## config.mk

```make
export PLATFORM = sky130hd
export DESIGN_NAME = abs_phys_map
export DESIGN_NICKNAME = d
export VERILOG_FILES = /design/src/rtl/abs_map_pkg.sv /design/src/rtl/abs_region_dec.sv /design/src/rtl/abs_extend.sv /design/src/rtl/abs_out_stage.sv /design/src/rtl/abs_phys_map.sv
export SDC_FILE = /design/constraint.sdc
export NUM_CORES = 1
export LEC_CHECK = 0
export BUFFER_PORTS_ARGS = -buffer_cell sky130_fd_sc_hd__buf_4
export CAP_MARGIN = 20
export CELL_PAD_IN_SITES_DETAIL_PLACEMENT = 0
export CELL_PAD_IN_SITES_GLOBAL_PLACEMENT = 1
export CORE_ASPECT_RATIO = 0.8
export CORE_MARGIN = 2
export CORE_UTILIZATION = 30
export DETAILED_ROUTE_END_ITERATION = 16
export GPL_TIMING_DRIVEN = 0
export PLACE_DENSITY = 0.83
export SKIP_LAST_GASP = 1
export SYNTH_ARGS = -nofsm -noshare
export SYNTH_HDL_FRONTEND = slang
export SYNTH_SLANG_ARGS = --single-unit
```

## constraint.sdc

```tcl
create_clock -name clk_i -period 2.6 [get_ports clk_i]
set_input_delay 0.39 -clock clk_i [delete_from_list [all_inputs] [get_ports clk_i]]
set_output_delay 0.39 -clock clk_i [all_outputs]
set_load 0.01 [all_outputs]
```

## src/rtl/abs_map_pkg.sv

```systemverilog
package abs_map_pkg;
  typedef enum logic [1:0] {
    RG_MEM  = 2'd0,
    RG_IO   = 2'd1,
    RG_FW   = 2'd2,
    RG_WIDE = 2'd3
  } region_e;

  localparam int ADDR_W = 64;
  localparam int WORD_W = 32;
  // rights order: {read, write, execute}
  localparam logic [2:0] RIGHTS_ALL = 3'b111;
endpackage

```

## src/rtl/abs_region_dec.sv

```systemverilog
module abs_region_dec
  import abs_map_pkg::*;
(
  input  logic [WORD_W-1:0] word_i,
  output region_e           region_o
);
  logic top_all_ones;
  logic next_zero;

  assign top_all_ones = (word_i[31:28] == 4'hF);
  assign next_zero    = (word_i[27:24] == 4'h0);

  always_comb begin
    if (!top_all_ones)   region_o = RG_MEM;
    else if (!next_zero) region_o = RG_IO;
    else                 region_o = RG_FW;
  end
endmodule

```

## src/rtl/abs_extend.sv

```systemverilog
module abs_extend
  import abs_map_pkg::*;
#(
  parameter int PA_BITS = 40
) (
  input  logic [ADDR_W-1:0] addr_i,
  input  logic              wide_i,
  input  logic              legacy_i,
  input  region_e           narrow_rg_i,
  output logic [ADDR_W-1:0] phys_o,
  output region_e           region_o
);
  localparam int          FILL_LSB = PA_BITS - 4;
  localparam logic [ADDR_W-1:0] FW_FILL = ~((64'd1 << FILL_LSB) - 64'd1);

  logic [ADDR_W-1:0] wide_val;
  logic [ADDR_W-1:0] zext_val;
  logic [ADDR_W-1:0] sext_val;

  // wide mode: keep PA_BITS bits, replicate the top kept bit upward
  for (genvar b = 0; b < ADDR_W; b++) begin : g_wide
    if (b < PA_BITS) begin : g_keep
      assign wide_val[b] = addr_i[b];
    end else begin : g_ext
      assign wide_val[b] = addr_i[PA_BITS-1];
    end
  end

  assign zext_val = {{(ADDR_W-WORD_W){1'b0}}, addr_i[WORD_W-1:0]};
  assign sext_val = {{(ADDR_W-WORD_W){addr_i[WORD_W-1]}}, addr_i[WORD_W-1:0]};

  always_comb begin
    if (legacy_i) begin
      phys_o   = zext_val;
      region_o = RG_MEM;
    end else if (wide_i) begin
      phys_o   = wide_val;
      region_o = RG_WIDE;
    end else begin
      region_o = narrow_rg_i;
      unique case (narrow_rg_i)
        RG_IO:   phys_o = sext_val;
        RG_FW:   phys_o = zext_val | FW_FILL;
        default: phys_o = zext_val;
      endcase
    end
  end
endmodule

```

## src/rtl/abs_out_stage.sv

```systemverilog
module abs_out_stage
  import abs_map_pkg::*;
#(
  parameter bit REG_OUT = 1'b1
) (
  input  logic              clk_i,
  input  logic              rst_i,
  input  logic              valid_i,
  input  logic [ADDR_W-1:0] phys_i,
  input  region_e           region_i,
  output logic              valid_o,
  output logic [ADDR_W-1:0] phys_o,
  output logic [1:0]        region_o
);
  if (REG_OUT) begin : g_reg
    logic              vld_q;
    logic [ADDR_W-1:0] phys_q;
    logic [1:0]        rg_q;

    always_ff @(posedge clk_i) begin
      if (rst_i) begin
        vld_q  <= 1'b0;
        phys_q <= '0;
        rg_q   <= 2'd0;
      end else begin
        vld_q <= valid_i;
        if (valid_i) begin
          phys_q <= phys_i;
          rg_q   <= region_i;
        end
      end
    end

    assign valid_o  = vld_q;
    assign phys_o   = phys_q;
    assign region_o = rg_q;
  end else begin : g_comb
    logic unused_clk_rst;
    assign unused_clk_rst = clk_i ^ rst_i;
    assign valid_o  = valid_i;
    assign phys_o   = phys_i;
    assign region_o = region_i;
  end
endmodule

```

## src/rtl/abs_phys_map.sv

```systemverilog
module abs_phys_map
  import abs_map_pkg::*;
#(
  parameter int PA_BITS = 40,
  parameter bit REG_OUT = 1'b1
) (
  input  logic        clk_i,
  input  logic        rst_i,
  input  logic        valid_i,
  input  logic [63:0] addr_i,
  input  logic        wide_i,
  input  logic        legacy_i,
  output logic        valid_o,
  output logic [1:0]  region_o,
  output logic [63:0] phys_o,
  output logic [2:0]  perm_o
);
  // legal physical width range
  if (PA_BITS > 54 || PA_BITS < 36) begin : g_bad_width
    $error("abs_phys_map: PA_BITS=%0d outside 36..54", PA_BITS);
  end

  region_e           narrow_rg;
  region_e           map_rg;
  logic [ADDR_W-1:0] map_phys;

  abs_region_dec u_dec (
    .word_i   (addr_i[WORD_W-1:0]),
    .region_o (narrow_rg)
  );

  abs_extend #(.PA_BITS(PA_BITS)) u_ext (
    .addr_i      (addr_i),
    .wide_i      (wide_i),
    .legacy_i    (legacy_i),
    .narrow_rg_i (narrow_rg),
    .phys_o      (map_phys),
    .region_o    (map_rg)
  );

  abs_out_stage #(.REG_OUT(REG_OUT)) u_out (
    .clk_i    (clk_i),
    .rst_i    (rst_i),
    .valid_i  (valid_i),
    .phys_i   (map_phys),
    .region_i (map_rg),
    .valid_o  (valid_o),
    .phys_o   (phys_o),
    .region_o (region_o)
  );

  // absolute accesses always carry full rights
  assign perm_o = RIGHTS_ALL;
endmodule

```

Word-level counts from Yosys, hierarchy flattened --
Index checks and enable logic that the tools add are counted.
Cells by class: add/subtract/negate cells 0, multiply operators 0, divide/modulo/power cells 0, $lt $le $gt $ge 0, equal/unequal tests 3, shift-type cells 0, mux-type cells 7, bitwise gates (word level) 0, reductions and logical operators 1
Operators by type and width (count):
- $mux 64 | 2
- $pmux 64 s2 | 1
- $mux 2 | 4
- $eq 4x4->1 const B | 1
- $logic_not 4->1 | 1
- $eq 2x1->1 const B | 1
- $eq 2x2->1 const B | 1
Storage, ports and cells: flip-flop bits (word level) 67, latch bits 0, memory bits (writable) 0, ROM bits 0, input bits 69, word-level logic and storage cells 14, memories kept 0

Logic depth before layout (Yosys ltp) --
Gate-level depths: netlist (run 1).
word-level depth 7, depth in mapped cells 6, gate-level depth less buffers 4

By module --
From an unflattened synthesis (run 1), not the netlist that was laid out.
Second synthesis, totals: cell total of the unflattened synthesis 307, area total of the unflattened synthesis 3079.2 um2
By module, submodules not included:
- abs_out_stage | instances 1, cells an instance 215, area an instance 2389.8 um2
- abs_extend | instances 1, cells an instance 84, area an instance 634.4 um2
- abs_region_dec | instances 1, cells an instance 4, area an instance 28.8 um2
- abs_phys_map | instances 1, cells an instance 4, area an instance 26.3 um2

Worst setup path before layout (run 1) --
No wires, ideal clock.
path kind register -> output, from reg, netlist name u_out.phys_o[62], to out phys_o[40], arrival time 0.971 ns, data required time 2.210 ns, path slack 1.239 ns, stages on the path, launching flop included 2, cell sequence dfxtp_1 -> buf_4
RTL lines:
- end, declared | RTL line abs_phys_map.sv:15 | output logic [63:0] phys_o,

==> impl_metrics.env, run 1 <==
export IMPL_regArea_um2=861
export IMPL_hold_buffers=0
export IMPL_grt_antenna_before_repair=0
export IMPL_synth_seq_area_share=0.465
export IMPL_finalWirelength_um=4540
export IMPL_drt_pass1_iter_count=4
export IMPL_grt_max_degree=27
export IMPL_relSlewSlack=0.497
export IMPL_drv_slew=0
export IMPL_synth_flop_cell="dfxtp_1"
export IMPL_clkSinkCount=43
export IMPL_syn_area_um2=1850
export IMPL_cp_required_ps=2210
export IMPL_cpMaxStageDelayCell="dfxtp_1"
export IMPL_drive_above_1_share=0.532
export IMPL_hold_class="in2reg"
export IMPL_period_share=0.705
export IMPL_final_setup_tns_ps=0
export IMPL_root_buffer="clkbuf_8"
export IMPL_fill_cells=596
export IMPL_gp_congestion=0.749
export IMPL_synthToLayoutAreaGrowth_pct=56.0
export IMPL_p_leak_nw=1.50
export IMPL_fp_coreArea_um2=5940
export IMPL_path_cells="buf_4 > buf_4"
export IMPL_fmax_mhz=546
export IMPL_num_vias=1588
export IMPL_fin_crit_ps=1830
export IMPL_synth_most_common_cell="dfxtp_1"
export IMPL_multi_input_area_um2=726
export IMPL_path_clk_slew_ps=80
export IMPL_via_per_inst=4.16
export IMPL_worst_path_most_repeated_cell="buf_4"
export IMPL_grt_pass1_wl_um=7000
export IMPL_hold_depth=3
export IMPL_synth_seq_cells=43
export IMPL_num_io_pins=139
export IMPL_dp_hpwl_um=3390
export IMPL_critPathMaxStageDelay_ps=810
export IMPL_p_per_area_nw_per_um2=517
export IMPL_dp_slack_ps=1060
export IMPL_cts_buffers=5
export IMPL_path_class="reg2out"
export IMPL_worstRegToRegCells=2
export IMPL_cts_tree="built"
export IMPL_grt_usage=0.128
export IMPL_setup_viol=0
export IMPL_ys_top_cells_by_area="dfxtp_1, mux2i_1, buf_4"
export IMPL_critPathLaunchType="register"
export IMPL_final_nets=370
export IMPL_clk_latency_ps=290
export IMPL_initial_core_util=0.312
export IMPL_skew_ps=0
export IMPL_synth_common_cells="dfxtp_1, mux2i_1, nor2_1"
export IMPL_hold_viol_final=0
export IMPL_cp_arrival_ps=1440
export IMPL_synth_top_area_cell="dfxtp_1"
export IMPL_cts_buffer_depth=2
export IMPL_end_kind="primary output"
export IMPL_die_w_um=91.8
export IMPL_postCtsResizedCells=0
export IMPL_avgSynthCellArea_um2=10.2
export IMPL_synthCells=182
export IMPL_ant_nets=0
export IMPL_synth_edf_count=0
export IMPL_die_h_um=74.3
export IMPL_async_flop_share=0
export IMPL_final_setup_worst_slack_ps=768
export IMPL_cap_viol_max_count=0
export IMPL_htreeDepth=2
export IMPL_post_synth_num_cell_types=20
export IMPL_synth_warnings=0
export IMPL_drc_errors=0
export IMPL_synth_top_area_frac=0.465
export IMPL_rows=25
export IMPL_max_slew_worst_pin_slew_ps=753
export IMPL_dr_first_iter_drc_count=45
export IMPL_ir_drop_uv=264
export IMPL_die_area_um2=6820
export IMPL_critPathMaxFanout=26
export IMPL_grt_ovfl_total=0
export IMPL_rsz0062_at_grt="false"
export IMPL_antenna_cells=0
export IMPL_io_buffers=110
export IMPL_grt_pass1_vias=1523
export IMPL_postCtsSetupBuffers=0
export IMPL_wire_per_inst_um=11.9
export IMPL_outcome="completed"
-- worst paths after layout --
check,start,end,slack (ps)
worst max register to register,u_out.phys_o[62],u_out.phys_o[62],1470
worst min-delay path,addr_i[3],u_out.phys_o[3],330
worst max-delay path,u_out.phys_o[62],phys_o[49],770
worst min register to register,u_out.region_o[1],u_out.region_o[1],490
-- critical path: cells and delay by family (launching register included) --
kind                   cells  cell delay, ps
flip-flops                 1             810
buffers and inverters      2             330
-- per-layer routing --
| metal | track usage | wire (um) | up-vias |
|---|---|---|---|
| met4 | 0.0514 | 84 | 0 |
| met1 | 0.156 | 1990 | 691 |
| li1 | - | - | 815 |
| met5 | 0 | 0 | - |
| met2 | 0.205 | 1980 | 73 |
| met3 | 0.0517 | 486 | 9 |
-- layout make-up --
type                       count  share of cell area
tap                           81              0.0351
timing repair buffer         110               0.286
multi-input combinational    100               0.251
clock inverter                 1              0.0104
clock buffer                   6              0.0251
inverter                       2             0.00260
buffer                        39              0.0918
sequential                    43               0.298
-- metrics by stage --
step / instances / hold WS, ps / utilization / power [W] / cell area, um^2
floorplan: 184 / 497 / - / 0.000863 / 1860
global placement: 375 / 473 / 0.469 / 0.00101 / 2790
detailed placement: 375 / 482 / 0.469 / 0.00101 / 2790
CTS: 382 / 322 / 0.486 / 0.00151 / 2890
global route: 382 / 330 / 0.486 / 0.00156 / 2890
finish: 382 / 325 / 0.486 / 0.00149 / 2890
-- power breakdown --
group	total (W)	leakage [nW]	internal (W)	switching (W)
logic	0.000277	1.09	0.000163	0.000115
registers	0.000715	0.354	0.000694	0.0000213
clock network	0.000501	0.0513	0.000282	0.000219
total	0.00149	1.50	0.00114	0.000355
-- layout by cell type, fill, tap and decap left out --
| cell type | synthesis | layout |
|---|---|---|
| buf_6 | 1 | 1 |
| or2_1 | 1 | 1 |
| clkbuf_8 | 0 | 5 |
| conb_1 | 1 | 3 |
| buf_4 | 27 | 137 |
| and2b_1 | 1 | 1 |
| inv_1 | 2 | 2 |
| o21ai_0 | 1 | 1 |
| bufinv_16 | 0 | 1 |
| nor2b_1 | 8 | 8 |
| a41oi_1 | 1 | 1 |
| nor2_1 | 32 | 32 |
| dfxtp_1 | 43 | 43 |
| o41ai_2 | 4 | 4 |
| buf_1 | 2 | 2 |
| or3b_2 | 4 | 4 |
| mux2i_1 | 32 | 32 |
| o32ai_1 | 6 | 6 |
| nor4_1 | 1 | 1 |
| clkbuf_1 | 1 | 2 |
| nand2b_1 | 6 | 6 |
| buf_2 | 8 | 8 |
-- sequential cells by signal (all words and copies together), names as in the netlist --
signal,cells
u_out.phys_o,40
u_out.valid_o,1
u_out.region_o,2
-- cells by family (layout without fill, tap and decap cells) --
logic type | count (synthesis) | count (layout) | synth area share
other cells | 1 | 3 | 0.00203
flops | 43 | 43 | 0.465
buf+inv | 41 | 158 | 0.147
simple gates | 53 | 53 | 0.142
mux | 32 | 32 | 0.173
compound gates | 12 | 12 | 0.0709
Power figures use the tool's default switching activity.
==> inputs of run 2 (changes only) <==
ABC_AREA = 1   (was default)
CORE_UTILIZATION = 23   (was 30)
PLACE_DENSITY = 0.72   (was 0.83)
clock period = 1.5 ns   (was 2.6 ns; I/O delays follow)
==> run 2 against run 1 <==
  * Wire length grew 14%
  * Via count grew 14%
  * Sequential share of layout area grew 0.24 points
  * Non-clock buffer count grew 1
  * Combinational power grew 70%
  * Total power grew 61%
  * Final cell count grew 20%
  * Global-route usage shrank 0.58 points
  * Synthesized cell count grew 27%
  * Die area grew 27%
  * Core utilization shrank 12 points
  * Count of clock-buffer cells in the layout grew 1
  * Critical endpoint is now phys_o[50]
==> impl_metrics.env, run 2 <==
export IMPL_outcome="completed"
export IMPL_final_common_cell="buf_4"
export IMPL_finalWirelength_um=5190
export IMPL_grt_max_degree=27
export IMPL_fp_coreArea_um2=7800
export IMPL_cap_viol_max_count=0
export IMPL_final_setup_tns_ps=0
export IMPL_drive_above_1_share=0.471
export IMPL_antenna_cells=0
export IMPL_fmax_mhz=724
export IMPL_synth_top_area_frac=0.471
export IMPL_p_sw_frac=0.259
export IMPL_synthToLayoutAreaGrowth_pct=57.1
export IMPL_clk_latency_ps=290
export IMPL_synthCells=231
export IMPL_path_clk_slew_ps=80
export IMPL_p_seq_frac=0.511
export IMPL_synth_seq_cells=43
export IMPL_total_power_w=0.00241
export IMPL_post_place_cells=450
export IMPL_p_leak_nw=1.38
export IMPL_num_vias=1808
export IMPL_final_cell_mix="buf_4, nand2_1, a21oi_1, dfxtp_1, or2_2"
export IMPL_dr_first_iter_drc_count=68
export IMPL_p_int_w=0.00179
export IMPL_die_h_um=83.7
export IMPL_path_class="reg2out"
export IMPL_gp_congestion=0.678
export IMPL_synth_seq_area_share=0.471
export IMPL_grt_pass1_vias=1758
export IMPL_cts_tree="built"
export IMPL_fill_cells=846
export IMPL_io_buffers=109
export IMPL_post_synth_num_cell_types=17
export IMPL_die_area_um2=8680
export IMPL_cp_required_ps=1270
export IMPL_async_flop_share=0
export IMPL_p_switching_w=0.000626
export IMPL_final_nets=418
export IMPL_drt_pass1_iter_count=4
export IMPL_rsz0062_at_grt="false"
export IMPL_cts_buffer_depth=2
export IMPL_wire_per_inst_um=11.3
export IMPL_p_comb_frac=0.195
export IMPL_postCtsSetupBuffers=0
export IMPL_critPathLaunchType="register"
export IMPL_initial_core_util=0.234
export IMPL_die_w_um=104
export IMPL_skew_ps=0
export IMPL_htreeDepth=2
export IMPL_period_share=0.920
export IMPL_p_clk_frac=0.294
export IMPL_p_per_area_nw_per_um2=840
export IMPL_synth_common_cells="nand2_1, dfxtp_1, a21oi_1"
export IMPL_setup_viol=0
export IMPL_end_kind="primary output"
export IMPL_fin_crit_ps=1380
export IMPL_synth_top_area_cell="dfxtp_1"
export IMPL_syn_area_um2=1830
export IMPL_grt_ovfl_total=0
export IMPL_synth_warnings=0
export IMPL_critPathMaxFanout=26
export IMPL_synth_flop_cell="dfxtp_1"
export IMPL_grt_pass1_wl_um=8540
export IMPL_relSlewSlack=0.651
export IMPL_num_io_pins=139
export IMPL_via_per_inst=3.95
export IMPL_root_buffer="clkbuf_8"
export IMPL_clkSinkCount=43
export IMPL_regArea_um2=862
export IMPL_cp_arrival_ps=1160
export IMPL_synth_edf_count=0
export IMPL_ys_top_cells_by_area="dfxtp_1, nand2_1, buf_4"
export IMPL_dp_hpwl_um=3930
export IMPL_rows=29
export IMPL_grt_usage=0.122
export IMPL_multi_input_area_um2=674
export IMPL_drv_slew=0
export IMPL_hold_class="in2reg"
export IMPL_cts_buffers=5
export IMPL_grt_antenna_before_repair=0
export IMPL_drc_errors=0
export IMPL_ant_nets=0
export IMPL_hold_viol_final=0
export IMPL_ir_drop_uv=337
export IMPL_largest_reg_flops=40
export IMPL_avgSynthCellArea_um2=7.91
export IMPL_max_slew_worst_pin_slew_ps=523
export IMPL_synth_most_common_cell="nand2_1"
export IMPL_final_cells=458
## run 2: cell type report
class                   count  share of cell area
repair buffers            109               0.285
inverters                   2             0.00436
clock buffers               7              0.0266
plain buffers              41              0.0998
clock inverters             1             0.00174
well taps                 108              0.0471
flip-flops and latches     43               0.300
multi-input cells         147               0.235
## run 2: per-stage QoR
step	utilization	setup slack (ps)	hold WS (ps)	cell area, um^2
after floorplan	-	305	365	1830
after global placement	0.357	168	447	2790
after detailed placement	0.357	140	454	2790
after CTS	0.368	89.0	175	2870
after global routing	0.368	26.1	185	2870
final	0.368	119	181	2870
## run 2: cell families (layout without fill, tap and decap cells)
family	Yosys count	count (layout)	share of synthesized area
AOI/OAI and AO/OA	43	43	0.124
buffers and inverters	43	160	0.164
DFF	43	43	0.471
other	1	3	0.00205
and+or+nand+nor	101	101	0.239
## run 2: what timing repair did
action,4_1_cts,5_1_grt
endpoints found under the setup margin,25,0
resized for setup,1,0
hold buffers,0,0
## run 2: routing by layer
layer,track usage,wire length [um]
met5,0,0
met2,0.196,2380
met1,0.152,2310
met3,0.0539,487
met4,0.0295,16
## run 2: path summary, 6_finish.rpt
kind,slack [ps],depth (start not counted),start,end
hold / removal,180,2,rst_i,u_out.phys_o[28]
setup / recovery,120,2,u_out.phys_o[62],phys_o[50]
hold reg to reg,460,2,u_out.phys_o[9],u_out.phys_o[9]
setup reg to reg,610,2,u_out.phys_o[62],u_out.phys_o[62]
## run 2: power groups by stage
stage	registers [W]	logic (W)	clock network, W
after floorplan	0.00128	0.000198	0
after CTS	0.00123	0.000480	0.000762
after global routing	0.00124	0.000520	0.000803
after global placement	0.00126	0.000477	0
after detailed placement	0.00126	0.000480	0
final	0.00123	0.000470	0.000708
## run 2: critical path, cell delays in order, from the launching register on
cell and delay [ps]:
dfxtp_2 580, buf_4 180, buf_4 110
==> inputs of run 3 (changes only) <==
CORE_UTILIZATION = 30   (was 23)
PLACE_DENSITY = 0.76   (was 0.72)
SYNTH_HIERARCHICAL = 1   (was default)
==> run 3 against run 2 <==
  * The run now ends with negative setup slack left
  * Final cell count is 72% higher
  * Wire length up 57%
  * Global-route usage grew 1.6 points
  * Total power increased by 96%
  * Non-clock buffer count is 29 higher
  * Largest cell class unchanged
  * Sequential power grew 60%
  * Sequential share of layout area shrank 2.4 points
  * Hold slack got worse by 110 ps
  * Worst setup slack got worse by 140 ps
  * Critical endpoint is now u_out/phys_o[59]
  * Via count increased by 72%
  * Clock skew stayed put
  * Sequential cell count up 24
==> impl_metrics.env, run 3 <==
export IMPL_outcome="complete, but fails checks"
export IMPL_violations="negative setup slack"
export IMPL_initial_core_util=0.312
export IMPL_grt_ovfl_total=0
export IMPL_path_class="in2reg"
export IMPL_final_setup_tns_ps=-104
export IMPL_num_io_pins=139
export IMPL_synthCells=527
export IMPL_path_clk_slew_ps=50
export IMPL_post_synth_num_cell_types=16
export IMPL_largest_reg_flops=64
export IMPL_end_kind="register"
export IMPL_synth_top_area_cell="dfxtp_1"
export IMPL_hold_buffers=0
export IMPL_dp_hpwl_um=5830
export IMPL_synth_common_cells="nor2_1, nand2_1, inv_1"
export IMPL_place_area_um2=4280
export IMPL_die_h_um=99.5
export IMPL_rsz0062_at_grt="true"
export IMPL_syn_area_um2=3420
export IMPL_synth_edf_count=0
export IMPL_total_power_w=0.00472
export IMPL_hold_class="in2reg"
export IMPL_synth_flop_cell="dfxtp_1"
export IMPL_ys_top_cells_by_area="dfxtp_1, nor2_1, nand2_1"
export IMPL_critPathMaxStageDelay_ps=180
export IMPL_grt_pass1_wl_um=13100
export IMPL_num_vias=3109
export IMPL_ir_drop_uv=603
export IMPL_wire_per_inst_um=10.4
export IMPL_hold_viol_final=0
export IMPL_cp_required_ps=1720
export IMPL_drt_pass1_iter_count=4
export IMPL_clkSinkCount=67
export IMPL_dr_first_iter_drc_count=89
export IMPL_timing_rr_start="u_out/phys_o[62]"
export IMPL_cap_viol_max_count=0
export IMPL_p_per_area_nw_per_um2=971
export IMPL_critPathMaxFanout=5
export IMPL_final_cell_mix="nor2_1, buf_4, nand2_1"
export IMPL_final_common_cell="nor2_1"
export IMPL_grt_max_degree=12
export IMPL_cpMaxStageDelayCell="buf_6"
export IMPL_synth_most_common_cell="nor2_1"
export IMPL_gp_congestion=0.703
export IMPL_cts_buffers=9
export IMPL_relSlewSlack=0.505
export IMPL_final_nets=709
export IMPL_fmax_mhz=659
export IMPL_drive_above_1_share=0.372
export IMPL_clk_latency_ps=330
export IMPL_ant_nets=0
export IMPL_synth_warnings=6
export IMPL_synth_top_area_frac=0.392
export IMPL_drv_slew=0
export IMPL_p_clk_frac=0.394
export IMPL_antenna_cells=0
export IMPL_grt_antenna_before_repair=0
export IMPL_p_int_w=0.00351
export IMPL_p_leak_nw=2.66
export IMPL_final_setup_worst_slack_ps=-16.7
export IMPL_grt_pass1_vias=2814
export IMPL_critPathLaunchType="input port"
export IMPL_cp_arrival_ps=1740
export IMPL_p_seq_frac=0.417
export IMPL_finalWirelength_um=8170
export IMPL_fin_crit_ps=1520
export IMPL_die_area_um2=12300
export IMPL_grt_usage=0.138
export IMPL_p_switching_w=0.00120
export IMPL_period_share=1.01
export IMPL_htreeDepth=3
export IMPL_p_sw_frac=0.255
export IMPL_cts_buffer_depth=2
export IMPL_skew_ps=0
export IMPL_via_per_inst=3.96
export IMPL_hold_start="rst_i"
export IMPL_async_flop_share=0
export IMPL_max_slew_worst_pin_slew_ps=735
export IMPL_startpoint="addr_i[25]"
export IMPL_setup_viol=11
export IMPL_cts_tree="built"
export IMPL_path_cells="buf_4 > nor2_4 > nand2_4 > nor2_4 > inv_2 > ha_4 > nand2_2 > nand2_2 > nand2_4 > buf_12 > a21oi_4 > buf_6 > buf_6 > inv_2 > nand2_1 > nand2_1 > nor2_1"
export IMPL_synth_seq_area_share=0.392
export IMPL_synth_seq_cells=67
export IMPL_final_area_um2=4860
export IMPL_die_w_um=123
export IMPL_synthToLayoutAreaGrowth_pct=42.1
export IMPL_avgSynthCellArea_um2=6.49
export IMPL_root_buffer="clkbuf_16"
export IMPL_p_comb_frac=0.189
export IMPL_drc_errors=0
export IMPL_fp_coreArea_um2=11000
export IMPL_rows=34
export IMPL_io_buffers=86
-- run 3: changes by cell type after synthesis, moves of 8 or more --
| cell | before | now |
|---|---|---|
| nor2_1 | 3 | 144 |
| inv_1 | 1 | 74 |
| nand2_1 | 77 | 140 |
| a21oi_1 | 42 | 6 |
| buf_4 | 32 | 60 |
| dfxtp_1 | 43 | 67 |
| buf_6 | 1 | 10 |
| or2_2 | 8 | 0 |
-- run 3: metal layers --
layer,wire length [um],track usage,vias to the layer above
met4,68,0.0262,0
met2,3650,0.218,82
met5,0,0,-
met1,3780,0.169,1357
li1,-,-,1662
met3,676,0.0728,8
-- run 3: what timing repair did --
action | in CTS | in global routing
endpoints found under the setup margin | 25 | 25
buffers inserted | 7 | 3
resized for setup | 27 | 45
cloned | 2 | 0
pin swaps | 11 | 14
-- run 3: cell type report --
cell class                      instances  area, um^2
Buffer                                 82         681
Clock buffer                           12         246
Clock inverter                          3        15.0
Fill cell                            1132        6120
Inverter                               77         294
Multi-Input combinational cell        304        1300
Sequential cell                        67        1340
Tap cell                              144         180
Timing Repair Buffer                   97         797
-- run 3: critical path, delay by kind of cell --
family | cells | cell delay [ps]
AOI/OAI and AO/OA | 1 | 60
and+or+nand+nor | 9 | 680
buffers and inverters | 6 | 620
adders and majority gates | 1 | 160
-- run 3: final timing paths --
check             slack (ps)  cells after the start                to
hold / removal            70                      2     u_out/valid_o
setup / recovery         -20                     17  u_out/phys_o[59]
hold reg to reg          470                      2  u_out/phys_o[51]
setup reg to reg         880                      2  u_out/phys_o[62]
-- run 3: cell families after synthesis --
group / after synthesis / share of synthesized area
AO/OA/AOI/OAI: 10 / 0.0146
adder cells (fa/ha/maj): 2 / 0.00732
buffers and inverters: 159 / 0.266
AND/OR/NAND/NOR: 288 / 0.319
flip-flops: 67 / 0.392
other: 1 / 0.00110
-- run 3: power by group through the flow --
stage | registers, W | clock network [W] | logic, W
5_1_grt | 0.00198 | 0.00202 | 0.000995
3_3_place_gp | 0.00200 | 0 | 0.000810
3_5_place_dp | 0.00200 | 0 | 0.000821
4_1_cts | 0.00197 | 0.00194 | 0.000870
6_report | 0.00197 | 0.00186 | 0.000889
2_1_floorplan | 0.00205 | 0 | 0.000457
-- run 3: stage by stage --
step | std cells | hold WS [ps] | worst slack, ps | utilization
3_5_place_dp | 759 | 413 | -720 | 0.390
3_3_place_gp | 759 | 410 | -657 | 0.390
2_1_floorplan | 529 | 296 | -243 | -
6_report | 786 | 70.6 | -16.7 | 0.443
4_1_cts | 783 | 60.9 | 1.48 | 0.433
5_1_grt | 786 | 61.9 | -131 | 0.443
